$ cat src/rtl/ovl_pkg.sv
package ovl_pkg;
  localparam int ADDR_W   = 16;
  localparam int CTL_W    = 8;
  localparam int IDX_W    = $clog2(CTL_W);
  localparam int WIN_AW   = 11;
  localparam int TAG_W    = ADDR_W - WIN_AW;
  localparam int ROM_AW   = WIN_AW + 1;
  localparam int FOLD_BIT = 12;
  localparam int NUM_WIN  = 3;
  localparam int IRQ_BIT  = 2;

  typedef logic [CTL_W-1:0] ctl_t;

  typedef struct packed {
    logic [TAG_W-1:0] tag;
    ctl_t             block_mask;
  } win_cfg_t;

  // overlay windows: tag of the 2 KB slot and the mode bits that turn it off
  function automatic win_cfg_t win_cfg(input int idx);
    win_cfg_t c;
    case (idx)
      0:       begin c.tag = 5'h00; c.block_mask = 8'h28; end
      1:       begin c.tag = 5'h1D; c.block_mask = 8'h08; end
      default: begin c.tag = 5'h1F; c.block_mask = 8'h00; end
    endcase
    return c;
  endfunction
endpackage

$ cat src/rtl/ovl_ctl_latch.sv
module ovl_ctl_latch
  import ovl_pkg::*;
#(
  parameter int W  = CTL_W,
  parameter int IW = $clog2(W)
) (
  input  logic         clk,
  input  logic         rst_n,
  input  logic         wr_en,
  input  logic [IW:0]  wr_code,
  output logic [W-1:0] ctl_q
);
  logic [W-1:0]  ctl_d;
  logic [IW-1:0] bit_idx;
  logic          bit_val;

  assign bit_idx = ~wr_code[IW-1:0];
  assign bit_val = ~wr_code[IW];

  always_comb begin
    ctl_d = ctl_q;
    for (int i = 0; i < W; i++) begin
      if (bit_idx == IW'(i)) ctl_d[i] = bit_val;
    end
  end

  always_ff @(posedge clk or negedge rst_n) begin
    if (!rst_n)     ctl_q <= '0;
    else if (wr_en) ctl_q <= ctl_d;
  end
endmodule

$ cat src/rtl/ovl_window_decode.sv
module ovl_window_decode
  import ovl_pkg::*;
#(
  parameter int AW = ADDR_W,
  parameter int NW = NUM_WIN
) (
  input  logic [AW-1:0] addr,
  input  ctl_t          ctl,
  output logic          in_rom
);
  localparam int TW = AW - WIN_AW;
  logic [NW-1:0] hit;

  generate
    for (genvar w = 0; w < NW; w++) begin : g_win
      localparam win_cfg_t CFG = win_cfg(w);
      logic tag_match;
      logic enabled;
      assign tag_match = (addr[AW-1:WIN_AW] == TW'(CFG.tag));
      assign enabled   = ((ctl & CFG.block_mask) == '0);
      assign hit[w]    = tag_match & enabled;
    end
  endgenerate

  assign in_rom = |hit;
endmodule

$ cat src/rtl/ovl_rom_fold.sv
module ovl_rom_fold
  import ovl_pkg::*;
#(
  parameter int AW = ADDR_W,
  parameter int RW = ROM_AW,
  parameter int FB = FOLD_BIT
) (
  input  logic [AW-1:0] addr,
  output logic [RW-1:0] rom_addr
);
  assign rom_addr = {addr[FB], addr[RW-2:0]};
endmodule

$ cat src/rtl/rom_overlay_decoder.sv
module rom_overlay_decoder
  import ovl_pkg::*;
(
  input  logic              clk,
  input  logic              rst_n,
  input  logic [ADDR_W-1:0] cpu_addr,
  input  logic              mem_rd,
  input  logic              mem_wr,
  input  logic              io_wr,
  input  logic [CTL_W-1:0]  wdata,
  input  logic              irq_raw,
  output logic              rom_sel,
  output logic [ROM_AW-1:0] rom_addr,
  output logic              ram_sel,
  output logic              ram_we,
  output logic [ADDR_W-1:0] ram_addr,
  output logic              irq_out,
  output logic [CTL_W-1:0]  ctl_dbg
);
  logic [1:0] rst_pipe;
  logic       rst_sync_n;
  ctl_t       ctl_q;
  logic       in_rom;

  // asynchronous assertion, synchronous release
  always_ff @(posedge clk or negedge rst_n) begin
    if (!rst_n) rst_pipe <= 2'b00;
    else        rst_pipe <= {rst_pipe[0], 1'b1};
  end
  assign rst_sync_n = rst_pipe[1];

  ovl_ctl_latch #(.W(CTL_W)) u_latch (
    .clk     (clk),
    .rst_n   (rst_sync_n),
    .wr_en   (io_wr),
    .wr_code (wdata[IDX_W:0]),
    .ctl_q   (ctl_q)
  );

  ovl_window_decode #(.AW(ADDR_W), .NW(NUM_WIN)) u_dec (
    .addr   (cpu_addr),
    .ctl    (ctl_q),
    .in_rom (in_rom)
  );

  ovl_rom_fold #(.AW(ADDR_W), .RW(ROM_AW), .FB(FOLD_BIT)) u_fold (
    .addr     (cpu_addr),
    .rom_addr (rom_addr)
  );

  assign rom_sel  = mem_rd & in_rom;
  assign ram_we   = mem_wr & ~in_rom;
  assign ram_sel  = (mem_rd & ~in_rom) | ram_we;
  assign ram_addr = cpu_addr;
  assign irq_out  = irq_raw & ctl_q[IRQ_BIT];
  assign ctl_dbg  = ctl_q;
endmodule

$ cat config.mk
export PLATFORM = sky130hd
export DESIGN_NAME = rom_overlay_decoder
export DESIGN_NICKNAME = d
export VERILOG_FILES = /design/src/rtl/ovl_pkg.sv /design/src/rtl/ovl_ctl_latch.sv /design/src/rtl/ovl_window_decode.sv /design/src/rtl/ovl_rom_fold.sv /design/src/rtl/rom_overlay_decoder.sv
export SDC_FILE = /design/constraint.sdc
export NUM_CORES = 1
export LEC_CHECK = 0
export BUFFER_PORTS_ARGS = -buffer_cell sky130_fd_sc_hd__buf_2
export CAP_MARGIN = 40
export CELL_PAD_IN_SITES_DETAIL_PLACEMENT = 2
export CELL_PAD_IN_SITES_GLOBAL_PLACEMENT = 2
export CORE_MARGIN = 8
export CORE_UTILIZATION = 16
export CTS_CLUSTER_DIAMETER = 40
export CTS_CLUSTER_SIZE = 14
export DETAILED_ROUTE_END_ITERATION = 10
export PLACE_DENSITY_LB_ADDON = 0.3
export RECOVER_POWER = 50
export SLEW_MARGIN = 20
export SYNTH_ARGS = -nofsm -noshare
export SYNTH_HDL_FRONTEND = slang
export SYNTH_HIERARCHICAL = 1
export SYNTH_SLANG_ARGS = --single-unit
$ cat constraint.sdc
create_clock -name clk -period 1.8 [get_ports clk]
set_input_delay 0.36 -clock clk [delete_from_list [all_inputs] [get_ports clk]]
set_output_delay 0.36 -clock clk [all_outputs]
set_load 0.005 [all_outputs]
* Word-level counts from Yosys, hierarchy flattened
Index checks and enable logic that the tools add are counted.
** Operators by class
- Eq/ne operators :: 9
- Bitwise logic cells :: 10
- Reduce and logical (&&, ||, !) cells :: 13
** Operator list (number)
- 8-bit zero test :: 2
- 2-bit AND reduction :: 8
- 3-bit == test, second input constant :: 4
- 5-bit == test, second input constant :: 2
- 1-bit AND :: 6
- 3-bit by 2-bit == test with 1-bit output, second input constant :: 2
- 5-bit zero test :: 1
- 3-bit by 1-bit == test with 1-bit output, second input constant :: 1
- 3-bit zero test :: 1
- 3-bit NOT :: 1
- 3-bit OR reduction :: 1
- 1-bit NOT :: 2
- 1-bit bitwise OR :: 1
** Word-level totals
- Flip-flop bits (word level) :: 10
- Input bits :: 30
- Output and inout port bits :: 40
- Word-level logic and storage cells :: 41

* Logic depth before layout (Yosys ltp)
Gate-level depths: netlist (run 1).
- Word-level depth :: 6
- Depth in mapped cells :: 4
- Mapped depth without buffers :: 4

* By module
Netlist (run 1), hierarchy kept.
** By module, submodules not included
- ovl_ctl_latch :: times used 1, cells an instance 33, area an instance 399.1 um^2, seq. area each 200.2 um^2
- rom_overlay_decoder :: times used 1, cells an instance 23, area an instance 206.4 um^2, seq. area each 50.0 um^2
- ovl_rom_fold :: times used 1, cells an instance 12, area an instance 90.1 um^2, seq. area each 0.0 um^2
- ovl_window_decode :: times used 1, cells an instance 5, area an instance 35.0 um^2, seq. area each 0.0 um^2

* Worst setup path after synthesis (run 1)
No wires, ideal clock.
- Path kind :: input -> output
- From :: in cpu_addr[11]
- To :: out ram_we
- Arrival time :: 1.446 ns
- Data required time :: 1.440 ns
- Path slack :: -0.006 ns
- Stages on the path :: 4
- Path buffers :: 0
- Cells stage by stage :: or4_1 > o31a_1 > a21oi_2 > and2b_2
** Between the ends
- Cells in the longest elaborated chain, start to end :: 5
** RTL lines
- start: declaration :: line rom_overlay_decoder.sv:6 : input logic [ADDR_W-1:0] cpu_addr,
- 5-bit == test or 5-bit zero test (tied branches) :: line ovl_window_decode.sv:19 : assign tag_match = (addr[AW-1:WIN_AW] == TW'(CFG.tag));
- 1-bit AND :: line ovl_window_decode.sv:21 : assign hit[w] = tag_match & enabled;
- 3-bit OR reduction * :: line ovl_window_decode.sv:25 : assign in_rom = |hit;
- net in_rom :: line rom_overlay_decoder.sv:23 : logic in_rom;
- 1-bit NOT * :: line rom_overlay_decoder.sv:52 : assign ram_we = mem_wr & ~in_rom;
- 1-bit AND * :: line rom_overlay_decoder.sv:52
- end: declaration :: line rom_overlay_decoder.sv:15 : output logic ram_we,
The timed path passes the listed nets; every way through them passes the cells marked *.

* Final worst setup path (run 1)
Same ends and word-level chain as after synthesis.

==> out/results.ini, run 1 <==
[clock_network]
cts_buffers=3
cts_setup_buffers=0
htree_levels=1
cts_tree=done
cts_sinks=10
path_clk_slew_ns=0.05
clock_path_buffers=2
root_buffer=clkbuf_8
clock_latency_ns=0.23

[cells_and_area]
area_growth_syn_to_layout_pct=15.1
drive_gt1_share_pct=50.0
diodes=0
fin_cells=134
nets=114
fin_util_pct=19.2

[worst_setup_path]
reg2reg_from=u_latch/ctl_q[5]$_DFFE_PN0P_
r2r-end=u_latch/ctl_q[5]$_DFFE_PN0P_
cp-end-kind=primary output
arrival_ns=1.75
required_ns=1.44
startpoint_type=primary input
endpoint=ram_we
r2r_cells=2
crit_path_max_fanout=3
startpoint=cpu_addr[11]
rrSetupSlack_ns=1.16
criticalPathCategory=primary input to primary output

[timing]
clock.fmax_ghz=0.474
clock_skew_ns=0.00378
hold_viol_final=0
maxSlewViolCount=0
period_share_pct=117
fin_ws_ns=-0.308
setup_viol=3
fin_crit_ns=2.11
grt_setup_unrepaired=yes

[grt]
overflow=0
grt.total_usage_pct=5.01
grt_pass1_wl_mm=2.90
antenna_found_initial=0
grt_max_degree=9
first_global_vias=640

[place]
io_buffers=32
place_congestion=0.631
dpl.cell_count=130
hpwl_mm=1.49
dp_slack_ns=-0.316

[routing]
wire_per_inst_um=13.5
route.detailed.drc=0
vias_per_cell=3.80
dr.pass1.iters=4
dr.first_iter.drc_count=2
vias=509
wirelength_mm=1.81
ant_nets=0

[floorplanning]
row_count=24
fp.dieH_um=83.6
die_w_um=83.6
coreArea_um2=4380
ios=70
die_area_um2=6990
start_util_pct=16.7

[logic_synthesis]
yosys-top-cells-count=28 x buf_4, 10 x dfrtp_1, 9 x inv_1
synth_ff_type=dfrtp_1
yosysUniqueCellTypes=17
ys_ff_latch=10
async_reset_ff_share_pct=100
synth_area_leaders=dfrtp_1 34%, buf_4 29%, mux2i_1 11%, and4bb_1 5.1%, inv_1 4.6%
seq_area_frac_synth_pct=34.2
yosysMostFrequentCell=buf_4
synth_area_per_cell_um2=10.0
syn-cell-area_um2=731
yosysTopAreaCell=dfrtp_1
synthCells=73
synth_edf_count=0
synth_top_cell_area_share_pct=34.2
synthesis.nets=103
ys_warn_count=6

[job]
maxCapViolations=0

[power]
cellLeakagePower_uw=0.000431
p_total_uw=680
ir_drop_mv=0.290
p_per_area_nw_per_um2=809

[outcome]
status=complete, but fails checks
failed_checks=negative setup slack

[min_path]
hold_path.class=flip-flop to async pin

sequential cells by signal (all words and copies together) (netlist names):
signal,count
rst_pipe,2
u_latch/ctl_q,8
cell type report:
| cell class | count | area (µm²) |
|---|---|---|
| clock buffer | 3 | 41.3 |
| fill | 522 | 3540 |
| inverter | 9 | 33.8 |
| multi-input combinational | 25 | 243 |
| sequential | 10 | 250 |
| tap | 52 | 65.1 |
| timing repair buffer | 35 | 208 |
stage by stage:
stage / TNS, ns / cell area [µm²] / hold slack (ns)
floorplan: -0.00592 / 731 / 0.0644
finish: -0.761 / 841 / 0.137
detailed placement: -0.820 / 757 / 0.147
global route: -0.863 / 841 / 0.182
global placement: -0.712 / 757 / 0.147
CTS: -0.754 / 837 / 0.164
placed cells by master, fill, tap and decap left out, drive strengths merged:
cell / instances
a21oi: 1
and2: 2
and2b: 1
and4bb: 3
buf: 32
clkbuf: 5
conb: 1
dfrtp: 10
dlygate4sd3: 1
inv: 9
mux2i: 8
nand4: 2
nand4b: 3
nor4b: 1
o21ba: 1
o31a: 1
or4: 1
cell families (layout without fill, tap and decap cells):
family                 after synthesis  in the layout  synth area share (%)
muxes                                8              8                  11.0
buffers and inverters               38             47                  33.9
DFF                                 10             10                  34.2
other                                1              1                 0.513
and+or+nand+nor                     13             13                  16.6
AOI/OAI and AO/OA                    3              3                  3.77
timing repair:
| item | in CTS | in global routing |
|---|---|---|
| gates resized for setup | 5 | 1 |
| endpoints found under the setup margin | 3 | 3 |
| hold endpoints to repair | 2 | 0 |
| hold buffers | 1 | 0 |
per-layer routing:
metal | vias to the layer above | track usage [%] | share of wire [%]
li1 | 229 | - | -
met1 | 247 | 4.92 | 39
met2 | 27 | 8.63 | 48
met3 | 6 | 2.15 | 11
met4 | 0 | 2.83 | 1.3
met5 | - | 0 | 0
how the worst min path moves through the flow:
stage	start	to	slack, ns	cells after the start
after floorplan	rst_n	rst_pipe[0]$_DFF_PN0_	0.06	0
final	rst_pipe[1]$_DFF_PN0_	u_latch/ctl_q[5]$_DFFE_PN0P_	0.14	0
after detailed placement	rst_n	rst_pipe[0]$_DFF_PN0_	0.15	1
after global placement	rst_n	rst_pipe[0]$_DFF_PN0_	0.15	1
after CTS	rst_pipe[1]$_DFF_PN0_	u_latch/ctl_q[5]$_DFFE_PN0P_	0.16	0
after global routing	rst_pipe[1]$_DFF_PN0_	u_latch/ctl_q[7]$_DFFE_PN0P_	0.18	0
power by group:
group / internal [µW] / switching, µW / total (µW)
sequential: 268 / 29.6 / 297
clock: 145 / 75.7 / 221
combinational: 88.1 / 73.9 / 162
worst max-delay path, stage by stage:
cell and delay [ns]:
buf_6 0.09, or4_4 0.52, o31a_1 0.26, a21oi_2 0.15, and2b_2 0.25, buf_6 0.11
No activity file was read; power rests on OpenSTA's default activity.
==> run 2: changes to the inputs <==
SYNTH_HIERARCHICAL = default   (was 1)
clock period = 2.3 ns   (was 1.8 ns; I/O delays follow)
==> out/results.ini, run 2 <==
[floorplanning]
die_w_um=81.5
row_count=24
coreArea_um2=4230
start_util_pct=16.2
die_area_um2=6640
ios=70
fp.dieH_um=81.5

[grt]
first_global_vias=615
overflow=0
grt_max_degree=10
grt_pass1_wl_mm=3.00
grt.total_usage_pct=5.70
antenna_found_initial=0

[worst_setup_path]
criticalPathCategory=flip-flop to primary output
startpoint_type=flip-flop
startpoint=u_latch.ctl_q[5]$_DFFE_PN0P_
r2r_cells=2
arrival_ns=1.66
r2r-end=u_latch.ctl_q[5]$_DFFE_PN0P_
cp-end-kind=primary output
required_ns=1.84
rrSetupSlack_ns=1.52
crit_path_max_fanout=3
reg2reg_from=u_latch.ctl_q[5]$_DFFE_PN0P_

[routing]
wirelength_mm=1.82
route.detailed.drc=0
vias_per_cell=3.95
dr.pass1.iters=4
ant_nets=0
wire_per_inst_um=13.6
dr.first_iter.drc_count=11
vias=529

[logic_synthesis]
yosysMostFrequentCell=buf_4
ys_warn_count=0
synthesis.nets=105
synth_edf_count=0
async_reset_ff_share_pct=100
seq_area_frac_synth_pct=36.5
ys_ff_latch=10
synth_area_per_cell_um2=9.14
yosys-top-cells-count=28 x buf_4, 10 x dfrtp_1, 5 x nand2_1, 5 x o21ai_0
synth_top_cell_area_share_pct=36.5
syn-cell-area_um2=686
yosysTopAreaCell=dfrtp_1
synth_area_leaders=dfrtp_1 36%, buf_4 31%, nand4b_1 3.8%, o21ai_0 3.6%, nand2_1 2.7%
yosysUniqueCellTypes=24
synth_ff_type=dfrtp_1
synthCells=75

[cells_and_area]
postLayoutCellArea_um2=754
final_common_cell=buf_2
fill_cells=503
nets=113
reg.largest.list=u_latch.ctl_q: 8 flops, rst_pipe: 2 flops
fin_util_pct=17.8
most-common-layout-cells=30 x buf_2, 10 x dfrtp_1, 5 x nand2_1, 5 x o21ai_0, 4 x clkbuf_8
diodes=0
drive_gt1_share_pct=42.7
area_growth_syn_to_layout_pct=10.0
regArea_um2=250
fin_cells=134
top_register=u_latch.ctl_q
multi_input_area_um2=209
largest_reg_flops=8

[place]
place_congestion=0.671
post_dp_cell_area_um2=692
io_buffers=32
dpl.cell_count=129
hpwl_mm=1.46

[min_path]
hold_path.class=flip-flop to async pin

[clock_network]
clock_latency_ns=0.24
path_clk_slew_ns=0.05
clock_path_buffers=2
cts_buffers=3
root_buffer=clkbuf_8
cts_sinks=10
htree_levels=1
cts_tree=done

[timing]
tns_ns=0
period_share_pct=92.3
setup_viol=0
clock_skew_ns=0.00596
fin_crit_ns=2.12
maxSlewViolCount=0
clock.fmax_ghz=0.471
hold_viol_final=0
grt_setup_unrepaired=no

[power]
ir_drop_mv=0.248
cellLeakagePower_uw=0.000347
p_per_area_nw_per_um2=738

[outcome]
status=completed

[job]
maxCapViolations=0

==> run 2: cell count changes after synthesis, moves of 2 or more <==
cell,before,now
inv_1,9,2
mux2i_1,8,1
nand2_1,0,5
o21ai_0,0,5
and4bb_1,3,0
nor2_1,0,3
a21oi_1,0,2
==> run 2: report_power, final <==
group	leakage [µW]	total, µW	switching [µW]	internal [µW]
logic	0.000198	106	53.4	52.4
registers	0.000120	227	21.3	206
clock network	0.0000288	224	73.1	151
==> run 2: final cells by class <==
class | instances | share of cell area (%)
inverters | 2 | 0.995
clock buffers | 4 | 7.30
repair buffers | 33 | 22.2
multi-input cells | 33 | 27.7
well taps | 52 | 8.62
flip-flops and latches | 10 | 33.2
==> run 2: per-layer routing <==
metal	track usage, %	up-vias	wire length [µm]
met2	9.07	31	736
met3	2.41	6	279
met5	0	-	0
met4	2.32	0	23
met1	6.62	252	780
li1	-	240	-
==> run 2: logic make-up (layout without fill, tap and decap cells) <==
family / count (synthesis) / count (layout) / synth area share [%]
AND/OR/NAND/NOR: 21 / 21 / 20.1
other: 1 / 1 / 0.547
flip-flops: 10 / 10 / 36.5
buffers and inverters: 32 / 39 / 33.0
multiplexers: 1 / 1 / 1.46
AO/OA/AOI/OAI: 10 / 10 / 8.39
==> run 2: per-stage QoR <==
stage	total power, µW	setup slack (ns)	hold WS (ns)
CTS	573	0.144	0.167
finish	557	0.177	0.132
detailed placement	341	0.194	0.167
global placement	336	0.214	0.153
floorplan	304	0.482	0.0946
global route	593	0.0633	0.173
==> run 2: timing repair <==
| item | in CTS | in global routing |
|---|---|---|
| endpoints found under the setup margin | 0 | 0 |
| gates resized for setup | 0 | 0 |
| buffers inserted | 0 | 0 |
| endpoints found under the hold margin | 2 | 0 |
| hold buffers | 1 | 0 |
==> run 2: critical path, stage by stage, from the launching register on <==
cell and delay [ns]:
dfrtp_1 0.40, or4_1 0.50, nor4_2 0.26, o21a_1 0.16, buf_2 0.10
==> run 2: worst max path at each step <==
stage / to / slack (ns) / cells after the start
floorplan: rom_sel / 0.48 / 3
global placement: rom_sel / 0.21 / 5
detailed placement: rom_sel / 0.19 / 5
CTS: rom_sel / 0.14 / 4
global route: rom_sel / 0.06 / 4
finish: rom_sel / 0.18 / 4
